### config.mk
export PLATFORM = sky130hd
export DESIGN_NAME = arb3_fixed_prio
export DESIGN_NICKNAME = d
export VERILOG_FILES = /design/src/rtl/arb3_pkg.sv /design/src/rtl/arb3_pick.sv /design/src/rtl/arb3_next.sv /design/src/rtl/arb3_state_reg.sv /design/src/rtl/arb3_fixed_prio.sv
export SDC_FILE = /design/constraint.sdc
export NUM_CORES = 1
export LEC_CHECK = 0
export BUFFER_PORTS_ARGS = -buffer_cell sky130_fd_sc_hd__buf_4
export CAP_MARGIN = 5
export CORE_AREA = 4 4 41 43
export CTS_CLUSTER_DIAMETER = 120
export CTS_CLUSTER_SIZE = 20
export DETAILED_ROUTE_END_ITERATION = 7
export DIE_AREA = 0 0 45 47
export GPL_ROUTABILITY_DRIVEN = 0
export SYNTH_ARGS = -nofsm -noshare
export SYNTH_HDL_FRONTEND = slang
export SYNTH_SLANG_ARGS = --single-unit
export TNS_END_PERCENT = 20
### constraint.sdc
create_clock -name clk_i -period 2.3 [get_ports clk_i]
set_input_delay 0.23 -clock clk_i [delete_from_list [all_inputs] [get_ports clk_i]]
set_output_delay 0.23 -clock clk_i [all_outputs]
set_load 0.01 [all_outputs]
### src/rtl/arb3_pkg.sv
package arb3_pkg;
  localparam int NUM_REQ = 3;
  localparam int STATE_W = NUM_REQ + 1;
  typedef logic [STATE_W-1:0] state_t;
  typedef logic [NUM_REQ-1:0] req_t;
  // bit 0 marks idle, bit k+1 marks "requester k holds grant"
  localparam state_t ST_IDLE = state_t'(1);
endpackage

### src/rtl/arb3_pick.sv
module arb3_pick
  import arb3_pkg::*;
(
  input  req_t req_i,
  output req_t win_o
);
  logic [NUM_REQ:0] seen;
  assign seen[0] = 1'b0;
  for (genvar i = 0; i < NUM_REQ; i++) begin : g_pick
    assign seen[i+1] = seen[i] | req_i[i];
    assign win_o[i]  = req_i[i] & ~seen[i];
  end
endmodule

### src/rtl/arb3_next.sv
module arb3_next
  import arb3_pkg::*;
(
  input  state_t state_i,
  input  req_t   req_i,
  input  req_t   win_i,
  output state_t state_o
);
  logic legal, hold;

  always_comb begin
    legal = $onehot(state_i);
    hold  = |(state_i[STATE_W-1:1] & req_i);
    if (!legal) begin
      state_o = ST_IDLE; // recover from corrupted encoding
    end else if (state_i[0]) begin
      state_o = (|req_i) ? {win_i, 1'b0} : ST_IDLE;
    end else begin
      state_o = hold ? state_i : ST_IDLE;
    end
  end
endmodule

### src/rtl/arb3_state_reg.sv
module arb3_state_reg
  import arb3_pkg::*;
(
  input  logic   clk_i,
  input  logic   rst_ni,
  input  state_t d_i,
  output state_t q_o
);
  always_ff @(posedge clk_i or negedge rst_ni) begin
    if (!rst_ni) q_o <= ST_IDLE;
    else         q_o <= d_i;
  end
endmodule

### src/rtl/arb3_fixed_prio.sv
module arb3_fixed_prio
  import arb3_pkg::*;
(
  input  logic       clk_i,
  input  logic       rst_ni,
  input  logic [2:0] req_i,
  output logic [2:0] gnt_o
);
  state_t state_q, state_d;
  req_t   win;

  arb3_pick i_pick (
    .req_i (req_i),
    .win_o (win)
  );

  arb3_next i_next (
    .state_i (state_q),
    .req_i   (req_i),
    .win_i   (win),
    .state_o (state_d)
  );

  arb3_state_reg i_state (
    .clk_i  (clk_i),
    .rst_ni (rst_ni),
    .d_i    (state_d),
    .q_o    (state_q)
  );

  assign gnt_o = state_q[STATE_W-1:1];
endmodule

==> Word level (Yosys, flattened, before mapping) <==
Cells that the tools add are included.
{ "classes": {"reduce_logical": 2, "n_mux": 4, "n_bitwise": 6, "n_eq_ne": 2, "add_sub_neg": 3} }
{ "ops": {"columns": ["operator", "n"], "rows": [
  ["$mux 4", 4],
  ["$reduce_or 3->1", 2],
  ["$add 1x1->2", 2],
  ["$add 3x3->3", 1],
  ["$and 3x3->3", 1],
  ["$eq 3x1->1 const B", 1],
  ["$ne 3x2->1 const B", 1],
  ["$and 1x1->1", 2],
  ["$not 1->1", 2],
  ["$or 1x1->1", 1]
]} }
{ "totals": {"regBits": 4, "output_inout_bits": 3, "input_bits": 5, "wordCells": 19} }

==> Depth between registers and ports, before layout <==
{ "logic_depth": {"ltp_word": 6, "ltp_mapped": 6, "mapped_depth_nobuf": 6} }

==> By module <==
A second synthesis with hierarchy kept.
{ "unflattened": {"cells_unflattened": 27, "hier_area_um2": 284.0} }
{ "by_module_without_submodules": {"columns": ["mod", "area_each_um2", "cells_each", "instances", "seq_area_each_um2"], "rows": [
  ["arb3_next", 156.4, 20, 1, 0.0],
  ["arb3_state_reg", 101.3, 4, 1, 101.3],
  ["arb3_pick", 26.3, 3, 1, 0.0]
]} }

==> Least setup slack after synthesis <==
OpenSTA, ideal clock, no wires.
{ "synth_timing": {"kind": "register -> register", "from": "reg i_state.q_o[0]", "to": "reg i_state.q_o[0]", "path_buffers": 0, "path_stages_with_launch": 7, "synth_period_minus_slack_ns": 1.920, "arrival_time_ns": 1.838, "required_time_ns": 2.218, "setup_time_ns": 0.082, "path_slack_ns": 0.380, "path_cell_list": "dfstp_2 -> ha_1 -> ha_1 -> fa_1 -> nor2_1 -> nand2_1 -> a211o_1"} }
{ "synth_via": {"elab_chain_len": 4, "elab_cells_between_ends": 5, "cone_classes": "add/sub (2); eq/ne (1); mux (2)"} }
{ "synth_lines": {"columns": ["item", "line_no", "text"], "rows": [
  ["start, declared", "arb3_state_reg.sv:7", "output state_t q_o"],
  ["start signal, assigned", "arb3_state_reg.sv:11", "else q_o <= d_i;"],
  ["$add 1x1->2 (not written as such)", "arb3_next.sv:12", "legal = $onehot(state_i);"],
  ["$add 3x3->3 (not written as such)", "arb3_next.sv:12", null],
  ["$eq 3x1->1", "arb3_next.sv:12", null],
  ["$mux 4 (*)", "arb3_next.sv:14", "if (!legal) begin"],
  ["named net i_next.state_o[0]", "arb3_next.sv:7", "output state_t state_o"]
]} }
The timed path passes the listed nets; every way through them passes the cells marked *.
A chain may end at the register's enable or synchronous reset.

==> Worst setup path in the final report <==
Same ends and word-level chain as after synthesis.

==> reports/results.ini <==
[status]
status = finished, final reports clean

[yosys]
synth.area.mux_share = 0
syn_area_um2 = 299
synthSimpleGateAreaFrac = 0.163
ys_types = 17
synthAdderAreaFrac = 0.192
synthCells = 31
synth-seq-cells = 4
yosysWarnings = 0
synth_seq_area_share = 0.339
synth_compound_area_frac = 0.218
synth_top_family_by_area = compound AO/OA/AOI/OAI gates
synthXorXnorAreaFrac = 0
syn-mean-instance-area_um2 = 9.65
synth_nets = 40

[clock_tree]
root_buffer = clkbuf_4
clock_path_buffers = 2
numCtsBuffers = 3
tritoncts = built
cts_max_level = 1
cts.sinks = 4
cts.clk_slew.worst_paths_ps = 40
hold_buffers = 1
clk_latency_ps = 240
cts-resized-gates = 0
post-cts-setup-buffers = 0

[setup_path]
crit_type = reg2reg
regToRegStartpoint = i_state.q_o[0]
worstSetupStartpointType = flop
rr_endpoint = i_state.q_o[0]
worstPathRequired_ps = 2450
r2r_slack_ps = 270
cp-end-kind = flop
worst-r2r-cell-count = 6
cp.arrival_ps = 2180
crit_path_max_fanout = 6

[pwr]
finalPower_uw = 448
power_density_mw_per_mm2 = 1170
leakage_uw = 0.000185
vdd.ir_drop.worst_mv = 0.392

[final_layout]
fill_cells = 144
layout-drive-gt1-share = 0.300
final_common_cell = buf_4
diodes = 0
multi_input_area_um2 = 171
largest_reg_flops = 4
final_cell_mix = 7 x buf_4, 4 x a21oi_1
regMostFlops = i_state.q_o
seq_area_um2 = 101
syn_to_final_growth_pct = 28.5
top_regs = i_state.q_o x4
fin_nets = 50

[sta]
period_needed_ps = 2030
hold_viol = 0
tightest_slew_ps = 238
setup_tns_ps = 0
relSlewSlack = 0.840
drv_slew = 0
timing.fmax_mhz = 493
rsz0062_at_grt = false
finalSetupViolCount = 0
min_period_over_period = 0.882
fin_skew_ps = 6.34

[die]
dieWidth_um = 45
initial_utilization = 0.230
die_area_mm2 = 0.00212
core_area_mm2 = 0.00130
ios = 8
rows = 13
dieHeight_um = 47

[detailed_routing]
drt_wl_total_um = 587
ant_nets = 0
drt_iter0_drc = 7
via_per_inst = 4.58
firstDrtPassIters = 2
post_drt_wl_per_cell_um = 10.7
vias = 252
drc_errors = 0

[min_path]
min-delay-start = req_i[1]
hold_class = in2reg
min_path_cells = 3
holdPathEnd = i_state.q_o[2]

[global_routing]
grt_max_degree = 8
grt_first_pass_wirelength_um = 1090
grt_util_all_layers = 0.0739
grt_overflow = 0
antenna_found_initial = 0
grt_pass1_vias = 260

[run]
maxCapViolations = 0

[place]
portBuffers = 7

## cell families (layout without fill, tap and decap cells)
group / Yosys count / in the layout
AOI/OAI and AO/OA: 9 / 9
adders and majority gates: 4 / 4
buffers and inverters: 4 / 13
DFF: 4 / 4
and+or+nand+nor: 10 / 10
## critical path, stage by stage, from the launching register on
cell and delay [ps]:
dfstp_2 580, ha_1 240, ha_1 190, fa_1 430
nor2_1 110, nand2_1 110, a211o_1 280
## report_power, final
group	switching, uW	internal, uW	leakage (uW)	total (uW)
Clock	29.8	65.2	0.0000150	95.0
Combinational	107	101	0.000119	208
Sequential	41.3	104	0.0000512	145
Total	178	271	0.000185	448
## per-stage QoR
step                instances  worst slack [ps]  utilization  area (um2)  hold WS [ps]
finish                     55               271        0.295         384           313
global route               55               143        0.295         384           339
CTS                        55               264        0.295         384           302
detailed placement         50               268        0.267         348          27.3
global placement           50               292        0.267         348          26.6
floorplan                  31               380            -         299         -65.6
## synthesized netlist by cell type
library cell  instances  area, um2
nand3_1               3       15.0
a221o_1               2       20.0
nand2_1               1       3.75
ha_1                  3       37.5
a22o_1                1       8.76
a21oi_1               4       20.0
nand3b_1              1       7.51
dfrtp_1               3       75.1
nor2_1                3       11.3
inv_2                 1       3.75
nor4_1                1       6.26
fa_1                  1       20.0
a22oi_1               1       7.51
buf_4                 3       22.5
a211o_1               1       8.76
dfstp_2               1       26.3
nor3_1                1       5.00
## layout make-up
class,instances,share of cell area
Tap cell,15,0.0489
Clock buffer,4,0.0684
Multi-Input combinational cell,23,0.446
Sequential cell,4,0.264
Inverter,1,0.00977
Timing Repair Buffer,8,0.163
## metal layers
metal | routed length, um | GRT usage | up-vias
li1 | - | - | 133
met1 | 266 | 0.0947 | 113
met2 | 267 | 0.105 | 6
met3 | 52 | 0.0115 | 0
met4 | 0 | 0.0702 | 0
met5 | 0 | 0 | -
## worst max-delay path by stage
stage,from,endpoint,slack (ps),cells after the start
2_1_floorplan,i_state.q_o[0],i_state.q_o[0],380,6
3_5_place_dp,i_state.q_o[0],i_state.q_o[0],270,6
5_1_grt,i_state.q_o[0],i_state.q_o[0],140,6
6_report,i_state.q_o[0],i_state.q_o[0],270,6
4_1_cts,i_state.q_o[0],i_state.q_o[0],260,6
3_3_place_gp,i_state.q_o[0],i_state.q_o[0],290,6
Power figures use the tool's default switching activity.
